**config.mk**
```make
export PLATFORM = sky130hd
export DESIGN_NAME = fault_irq_status
export DESIGN_NICKNAME = d
export VERILOG_FILES = /design/src/rtl/fisr_pkg.sv /design/src/rtl/fisr_ctrl.sv /design/src/rtl/fisr_dp.sv /design/src/rtl/fault_irq_status.sv
export SDC_FILE = /design/constraint.sdc
export NUM_CORES = 1
export LEC_CHECK = 0
export CAP_MARGIN = 15
export CORE_AREA = 2 2 39 41
export DETAILED_ROUTE_END_ITERATION = 6
export DIE_AREA = 0 0 41 43
export PLACE_DENSITY = 0.65
export SYNTH_ARGS = -nofsm -noshare
export SYNTH_HDL_FRONTEND = slang
export SYNTH_SLANG_ARGS = --single-unit
```
**constraint.sdc**
```tcl
create_clock -name clk -period 1.92 [get_ports clk]
set_clock_uncertainty 0.1 [all_clocks]
set_input_delay 0.192 -clock clk [delete_from_list [all_inputs] [get_ports clk]]
set_output_delay 0.192 -clock clk [all_outputs]
set_load 0.005 [all_outputs]
```
**src/rtl/fisr_pkg.sv**
```systemverilog
package fisr_pkg;
  // Number of event sources held in the status register.
  localparam int SRC_N = 5;

  // Source index order; status bit = base bit + index.
  localparam int SRC_PG  = 0;
  localparam int SRC_UVW = 1;
  localparam int SRC_UVF = 2;
  localparam int SRC_THW = 3;
  localparam int SRC_THF = 4;

  // Strobes from control to datapath.
  typedef struct packed {
    logic [SRC_N-1:0] setVec;  // sources active this cycle (after masking)
    logic             clr;     // clear strobe
  } fisrStrobe_t;
endpackage

```
**src/rtl/fisr_ctrl.sv**
```systemverilog
module fisr_ctrl
  import fisr_pkg::*;
#(
  parameter logic [SRC_N-1:0] GATED_MASK = 5'b11110,
  parameter logic [SRC_N-1:0] FAULT_MASK = 5'b10100
) (
  input  logic             clk,
  input  logic             rstN,
  input  logic [SRC_N-1:0] rawEvt,
  input  logic             allRegOff,
  input  logic             clearCmd,
  output fisrStrobe_t      strobe,
  output logic             shutdownReq
);
  logic [SRC_N-1:0] condNow;
  logic [SRC_N-1:0] faultNow;
  logic [SRC_N-1:0] faultPrev;
  logic             shotQ;

  // Masked sources are forced inactive while every regulator is off.
  always_comb begin
    condNow  = rawEvt & ~(GATED_MASK & {SRC_N{allRegOff}});
    faultNow = condNow & FAULT_MASK;
  end

  always_comb begin
    strobe.setVec = condNow;
    strobe.clr    = clearCmd;
  end

  always_ff @(posedge clk) begin
    if (!rstN) begin
      faultPrev <= '0;
      shotQ     <= 1'b0;
    end else begin
      faultPrev <= faultNow;
      shotQ     <= |(faultNow & ~faultPrev);
    end
  end

  assign shutdownReq = shotQ;

  // a shutdown pulse needs a fault-class input in the previous cycle
  p_shot_has_cause_r8: assert property (@(posedge clk) disable iff (!rstN)
    shotQ |-> $past(|(rawEvt & FAULT_MASK)));

  // a fault held steady with the mask unchanged gives no second pulse
  p_shot_no_repeat_r8: assert property (@(posedge clk) disable iff (!rstN)
    (shotQ && $stable(rawEvt) && $stable(allRegOff)) |=> !shotQ);
endmodule

```
**src/rtl/fisr_dp.sv**
```systemverilog
module fisr_dp
  import fisr_pkg::*;
#(
  parameter int STAT_W   = 8,
  parameter int BASE_BIT = 3
) (
  input  logic              clk,
  input  logic              rstN,
  input  fisrStrobe_t       strobe,
  output logic [STAT_W-1:0] statusReg,
  output logic              irqN
);
  localparam int TOP_BIT = BASE_BIT + SRC_N - 1;

  logic [SRC_N-1:0] bitQ;

  for (genvar i = 0; i < SRC_N; i++) begin : g_bit
    // An active event wins over the clear strobe.
    always_ff @(posedge clk) begin
      if (!rstN)                  bitQ[i] <= 1'b0;
      else if (strobe.setVec[i])  bitQ[i] <= 1'b1;
      else if (strobe.clr)        bitQ[i] <= 1'b0;
    end

    // an active source is latched at the next edge
    p_set_r2: assert property (@(posedge clk) disable iff (!rstN)
      strobe.setVec[i] |=> bitQ[i]);
    // without a clear strobe a set bit stays set
    p_hold_r3: assert property (@(posedge clk) disable iff (!rstN)
      (bitQ[i] && !strobe.clr) |=> bitQ[i]);
    // a clear with the source inactive drops the bit
    p_clear_r4: assert property (@(posedge clk) disable iff (!rstN)
      (strobe.clr && !strobe.setVec[i]) |=> !bitQ[i]);
    // a clear during an active event leaves the bit set
    p_keep_r5: assert property (@(posedge clk) disable iff (!rstN)
      (strobe.clr && strobe.setVec[i]) |=> bitQ[i]);
  end

  always_comb begin
    statusReg = '0;
    statusReg[TOP_BIT:BASE_BIT] = bitQ;
  end

  assign irqN = ~|bitQ;
endmodule

```
**src/rtl/fault_irq_status.sv**
```systemverilog
module fault_irq_status
  import fisr_pkg::*;
#(
  parameter int               STAT_W     = 8,
  parameter int               BASE_BIT   = 3,
  parameter logic [SRC_N-1:0] GATED_MASK = 5'b11110,
  parameter logic [SRC_N-1:0] FAULT_MASK = 5'b10100
) (
  input  logic              clk,
  input  logic              rstN,
  input  logic              pgTimeout,
  input  logic              uvWarn,
  input  logic              uvFault,
  input  logic              thWarn,
  input  logic              thFault,
  input  logic              allRegOff,
  input  logic              clearCmd,
  output logic [STAT_W-1:0] statusReg,
  output logic              irqN,
  output logic              shutdownReq
);
  logic [SRC_N-1:0] rawEvt;
  fisrStrobe_t      strobe;

  always_comb begin
    rawEvt          = '0;
    rawEvt[SRC_PG]  = pgTimeout;
    rawEvt[SRC_UVW] = uvWarn;
    rawEvt[SRC_UVF] = uvFault;
    rawEvt[SRC_THW] = thWarn;
    rawEvt[SRC_THF] = thFault;
  end

  fisr_ctrl #(
    .GATED_MASK(GATED_MASK),
    .FAULT_MASK(FAULT_MASK)
  ) ctrl_i (
    .clk        (clk),
    .rstN       (rstN),
    .rawEvt     (rawEvt),
    .allRegOff  (allRegOff),
    .clearCmd   (clearCmd),
    .strobe     (strobe),
    .shutdownReq(shutdownReq)
  );

  fisr_dp #(
    .STAT_W  (STAT_W),
    .BASE_BIT(BASE_BIT)
  ) dp_i (
    .clk      (clk),
    .rstN     (rstN),
    .strobe   (strobe),
    .statusReg(statusReg),
    .irqN     (irqN)
  );

  // with regulators off, a clear thermal-warning bit stays clear
  p_gate_thw_r7: assert property (@(posedge clk) disable iff (!rstN)
    (allRegOff && !statusReg[BASE_BIT+SRC_THW]) |=> !statusReg[BASE_BIT+SRC_THW]);
  // the power-good timeout still latches with regulators off
  p_pg_ungated_r7: assert property (@(posedge clk) disable iff (!rstN)
    (allRegOff && pgTimeout) |=> statusReg[BASE_BIT+SRC_PG]);
  // warnings alone never request shutdown
  p_warn_no_shot_r8: assert property (@(posedge clk) disable iff (!rstN)
    (!uvFault && !thFault) |=> !shutdownReq);
endmodule

```
==> metrics, run 1 <==
initial core utilization=0.240; gr ovfl total=0; Detail Route Antenna Nets=0; final setup fails=0; Die Ht=43 um; Synth Area per Inst=9.21 um^2; number of buffers created by CTS=3; pwr dens=708 nW/um^2; dpl hpwl=492 um; most used flip-flop cell after synthesis=dfxtp_1; clock share of power=0.340; R2R depth=2; Clock transition at path regs=0.05 ns; hold_buf cts=0; first-pass GRT wire length=972 um; status=finished clean; clock sink count=8; Hold Vio Cnt, Final=0; Setup crit start kind=flip-flop; H-tree depth=1; CP Capture Type=primary output; Hold Crit Start=dp_i.statusReg[7]; HP Class=flip-flop to flip-flop; drt drc=0; core box area=1380 um^2; die area=1760 um^2; reg2reg start=dp_i.statusReg[4]; boundary pin count=19; peak supply drop=0.000329 V; Reg-to-Reg End=dp_i.statusReg[4]; worst skew pair latency=0.24 ns; Hold Path Depth=2; Vias/cell=3.91; Yosys cell types=12; nets=64; Hold EP=dp_i.statusReg[7]; fin crit share=0.868; TNS Setup=0 ns; crit path DAT=1.37 ns; top-area cell type share of the netlist area=0.483; Int Pwr=0.286 mW; Via Count=270; fraction of registers with async set or reset after synthesis=0; detailed router's first-iteration violation count=0; switch share=0.205; Leak Pwr=0.211 nW; area grow syn2layout=53.2%; GP Congestion=0.641; synth top area cells=dfxtp_1 48%, nand2b_1 19%, a21boi_1 9.1%, buf_4 6.8%, nor2_1 3.4%; post-synthesis instance total=36; Fmax=600 MHz; warning count from the yosys run=0; worst-path maximum fanout=3; most common cell in the synthesized netlist=nand2b_1; post-synth top area cell=dfxtp_1; switching power total=0.0737 mW; Root Driver=clkbuf_4; CTS tree=done; Commonest cells post-synth=10 x nand2b_1, 8 x dfxtp_1, 4 x a21boi_1, 3 x buf_4, 3 x nor2_1; Comb power frac=0.161; Max clock buf depth=2; EDFF count, synth=0; Site Rows=14; Setup CP Type=flip-flop to primary output; # port buffers=15; register area share after synthesis=0.483; Seq cells post-synth=8; antenna violations before repair=0; Max-cap violations=0; sequential share of power=0.499; Placed Instance Area=487 um^2; Synth Cell Area=332 um^2; Finished Cell Area=508 um^2; RSZ-0062 raised after global routing=false; r2r setup slk=1.07 ns; WP data required=1.63 ns; Total GRT Usage=0.0847; largest net degree at the start of global routing=7; minimum clock period=1.67 ns; Slew Limit Fails=0; Total Wirelength=598 um; n_diodes=0; layout cells sized above 1=0.0566; Fill cells=157; drt wl/cell=8.67 um; drt pass-1 iters=1; number of global-route vias before repair=232; Die Width=41 um
-- power by group through the flow --
stage,registers (mW),clock network [mW],logic [mW]
4_1_cts,0.180,0.130,0.0590
5_1_grt,0.181,0.136,0.0648
3_3_place_gp,0.183,0,0.0606
6_report,0.179,0.122,0.0580
3_5_place_dp,0.183,0,0.0606
2_1_floorplan,0.183,0,0.0238
-- per-stage QoR --
step / power, mW / setup WS (ns) / hold slack (ns) / util / std cells
2_1_floorplan: 0.207 / 0.707 / 0.204 / - / 38
3_3_place_gp: 0.243 / 0.240 / 0.375 / 0.352 / 66
3_5_place_dp: 0.244 / 0.234 / 0.380 / 0.352 / 66
4_1_cts: 0.368 / 0.235 / 0.388 / 0.367 / 69
5_1_grt: 0.382 / 0.181 / 0.421 / 0.367 / 69
6_report: 0.360 / 0.254 / 0.381 / 0.367 / 69
-- worst max-delay path by stage --
stage                            startpoint  slack (ns)   end
after floorplan           dp_i.statusReg[4]        0.71  irqN
after global placement    dp_i.statusReg[4]        0.24  irqN
after detailed placement  dp_i.statusReg[4]        0.23  irqN
after CTS                 dp_i.statusReg[4]        0.24  irqN
after global routing      dp_i.statusReg[4]        0.18  irqN
final                     dp_i.statusReg[4]        0.25  irqN
-- layer usage --
layer  part of all wire  vias to the layer above  track usage
met4                  0                        0       0.0400
li1                   -                      141            -
met3               0.11                        0       0.0314
met5                  0                        -            0
met1               0.45                      116        0.130
met2               0.44                       13        0.100
-- worst max-delay path, cell delays in order (launching register included) --
cell and delay, ns:
dfxtp_1 0.31, or4_1 0.51, nor2_1 0.08, dlygate4sd2_1 0.23
-- flip-flops by register name (all words and copies together), names as in the netlist --
name,flops
ctrl_i.faultPrev,2
ctrl_i.shutdownReq,1
dp_i.statusReg,5
-- area by class of cell --
cell class / count / area (um^2) / share of cell area
clock buffer: 3 / 22.5 / 0.0443
inverter: 2 / 7.51 / 0.0148
timing repair buffer: 15 / 149 / 0.293
tap: 16 / 20.0 / 0.0394
multi-input combinational: 25 / 149 / 0.293
sequential: 8 / 160 / 0.315
-- what timing repair did --
item                       4_1_cts  5_1_grt
gates resized for setup          1        0
setup buffers                    0        0
setup endpoints to repair        1        0
-- placed cells by master, fill, tap and decap left out --
master,instances
a21boi_1,4
a21oi_1,1
clkbuf_4,3
clkdlybuf4s50_1,14
conb_1,3
dfxtp_1,8
dlygate4sd2_1,1
inv_1,2
nand2b_1,10
nor2_1,3
nor2b_1,1
o21a_1,1
or2b_1,1
or4_1,1
-- cell families (layout without fill, tap and decap cells) --
kind of cell,count (synthesis),in the layout,synth area share
other,1,3,0.0113
DFF,8,8,0.483
and+or+nand+nor,16,16,0.287
buffers and inverters,5,20,0.0906
AOI/OAI and AO/OA,6,6,0.128
Note: power is estimated with default switching activity, not from simulation.
==> inputs of run 2 (changes only) <==
- CELL_PAD_IN_SITES_DETAIL_PLACEMENT: not set -> 0
- CELL_PAD_IN_SITES_GLOBAL_PLACEMENT: not set -> 1
- PLACE_DENSITY: 0.65 -> 0.84
==> run 2 against run 1 <==
Against the previous run:
- global-route usage rose by 0.29 points
- combinational power barely moved
- via count fell by 0.37%
- cell area did not move
- cell count did not move
- sequential share of layout area did not move
- maximum frequency fell by 0.79%
- register-to-register slack barely moved
- count of clock-buffer cells in the layout did not move
- largest cell class unchanged
- clock power rose by 3%
- critical endpoint unchanged
- largest power group unchanged
- first-iteration DRC count rose by 2
==> metrics, run 2 (synthesis gave the netlist of run 1 again) <==
RSZ-0062 raised after global routing=false (unchanged); gr ovfl total=0 (unchanged); detailed router's first-iteration violation count=2 (was 0); minimum clock period=1.68 ns (was 1.67 ns); post-layout worst setup margin=0.240 ns (was 0.254 ns); worst skew pair latency=0.25 ns (was 0.24 ns); HP Class=flip-flop to flip-flop (unchanged); pwr dens=716 nW/um^2 (was 708 nW/um^2); fin crit share=0.875 (was 0.868); Comb power frac=0.160 (was 0.161); core box area=1380 um^2 (unchanged); reg2reg start=dp_i.statusReg[4] (unchanged); Via Count=269 (was 270); Int Pwr=0.286 mW (about the same); most common library cell in the layout ignoring fill and taps=clkdlybuf4s50_1 (unchanged); Reg-to-Reg End=dp_i.statusReg[4] (unchanged); top routing layer used=met3 (unchanged); dpl ws=0.224 ns (was 0.234 ns); r2r setup slk=1.06 ns (was 1.07 ns); Root Driver=clkbuf_4 (unchanged); layout cells sized above 1=0.0566 (unchanged); Die Width=41 um (unchanged); n_diodes=0 (unchanged); switching power total=0.0779 mW (was 0.0737 mW); Fmax=595 MHz (was 600 MHz); largest net degree at the start of global routing=7 (unchanged); clock share of power=0.347 (was 0.340); final setup fails=0 (unchanged); Max clock buf depth=2 (unchanged); initial core utilization=0.240 (unchanged); dpl hpwl=483 um (was 492 um); Vias/cell=3.90 (was 3.91); met2 routed wirelength=258 um (was 264 um); drt drc=0 (unchanged); boundary pin count=19 (unchanged); Site Rows=14 (unchanged); Hold Crit Start=dp_i.statusReg[7] (unchanged); CTS tree=done (unchanged); Hold EP=dp_i.statusReg[7] (unchanged); Total GRT Usage=0.0876 (was 0.0847); GP Congestion=0.636 (was 0.641); drt wl/cell=9.03 um (was 8.67 um); final core utilization=0.367 (unchanged); drt pass-1 iters=4 (was 1); Finished Cell Area=508 um^2 (unchanged); met3 WL post-DR=65 um (unchanged); first-pass GRT wire length=986 um (was 972 um); worst-path maximum fanout=3 (unchanged); Placed Instance Area=487 um^2 (unchanged); Critical path buffers and inverters=1 (unchanged); WP data required=1.63 ns (about the same); Total Wirelength=623 um (was 598 um); number of buffers created by CTS=3 (unchanged); placed insts=66 (unchanged); crit path DAT=1.39 ns (was 1.37 ns); slowest cell on the critical path=or4_1 (unchanged); CP Capture Type=primary output (unchanged); Slew Limit Fails=0 (unchanged); sequential share of power=0.493 (was 0.499); Detail Route Antenna Nets=0 (unchanged); Leak Pwr=0.211 nW (unchanged); most frequent cells in the layout=14 x clkdlybuf4s50_1, 10 x nand2b_1, 8 x dfxtp_1 (unchanged); TNS Setup=0 ns (unchanged); area grow syn2layout=53.2% (unchanged); # port buffers=15 (unchanged); die area=1760 um^2 (unchanged); Routed met1 length=298 um (was 268 um); H-tree depth=1 (unchanged); Die Ht=43 um (unchanged); status=finished clean (unchanged); Hold Path Depth=2 (unchanged); R2R depth=2 (unchanged); crit-path leading delay family=simple AND/OR/NAND/NOR gates (unchanged); Clock transition at path regs=0.05 ns (about the same); nets=64 (unchanged); Hold Vio Cnt, Final=0 (unchanged); Largest register FFs=5 (unchanged); hold_buf cts=0 (unchanged); switch share=0.214 (was 0.205); Setup crit start kind=flip-flop (unchanged); post-route insts no fill=69 (unchanged); antenna violations before repair=0 (unchanged); clock sink count=8 (unchanged); Setup CP Type=flip-flop to primary output (unchanged); Max-cap violations=0 (unchanged); CP cell instances=or4_1 > nor2_1 > dlygate4sd2_1 (unchanged); CP peak stage delay=0.51 ns (about the same); peak supply drop=0.000324 V (was 0.000329 V); number of global-route vias before repair=241 (was 232)
-- run 2: worst max-delay path by stage --
stage,start,to,slack (ns),cells past startpoint
3_3_place_gp,dp_i.statusReg[4],irqN,0.24,3
4_1_cts,dp_i.statusReg[4],irqN,0.22,3
3_5_place_dp,dp_i.statusReg[4],irqN,0.22,3
6_report,dp_i.statusReg[4],irqN,0.24,3
5_1_grt,dp_i.statusReg[4],irqN,0.17,3
2_1_floorplan,dp_i.statusReg[4],irqN,0.71,2
-- run 2: metal layers --
layer / GRT usage / vias to the layer above
li1: - / 142
met1: 0.120 / 114
met2: 0.109 / 13
met3: 0.0314 / 0
met4: 0.0600 / 0
met5: 0 / -
-- run 2: cell type report --
| cell class | instances | area [um^2] |
|---|---|---|
| Clock buffer | 3 | 22.5 |
| Fill cell | 148 | 876 |
| Inverter | 2 | 7.51 |
| Multi-Input combinational cell | 25 | 149 |
| Sequential cell | 8 | 160 |
| Tap cell | 16 | 20.0 |
| Timing Repair Buffer | 15 | 149 |
-- run 2: worst min-delay path, stage by stage (launching register included) --
cell and delay, ns:
dfxtp_1 0.32, nand2b_1 0.07, a21boi_1 0.05
-- run 2: repair_timing --
action                     in CTS  in global routing
setup buffers                   0                  0
gates resized for setup         1                  0
setup endpoints to repair       1                  0
-- run 2: through the flow --
stage          total power [mW]  hold WS, ns
2_1_floorplan             0.207        0.204
6_report                  0.364        0.385
3_3_place_gp              0.243        0.375
3_5_place_dp              0.244        0.380
5_1_grt                   0.389        0.419
4_1_cts                   0.375        0.389
-- run 2: power groups by stage --
| stage | clock, mW | sequential, mW | combinational (mW) |
|---|---|---|---|
| floorplan | 0 | 0.183 | 0.0238 |
| global placement | 0 | 0.183 | 0.0606 |
| detailed placement | 0 | 0.183 | 0.0607 |
| CTS | 0.136 | 0.180 | 0.0592 |
| global route | 0.143 | 0.180 | 0.0656 |
| finish | 0.126 | 0.179 | 0.0582 |
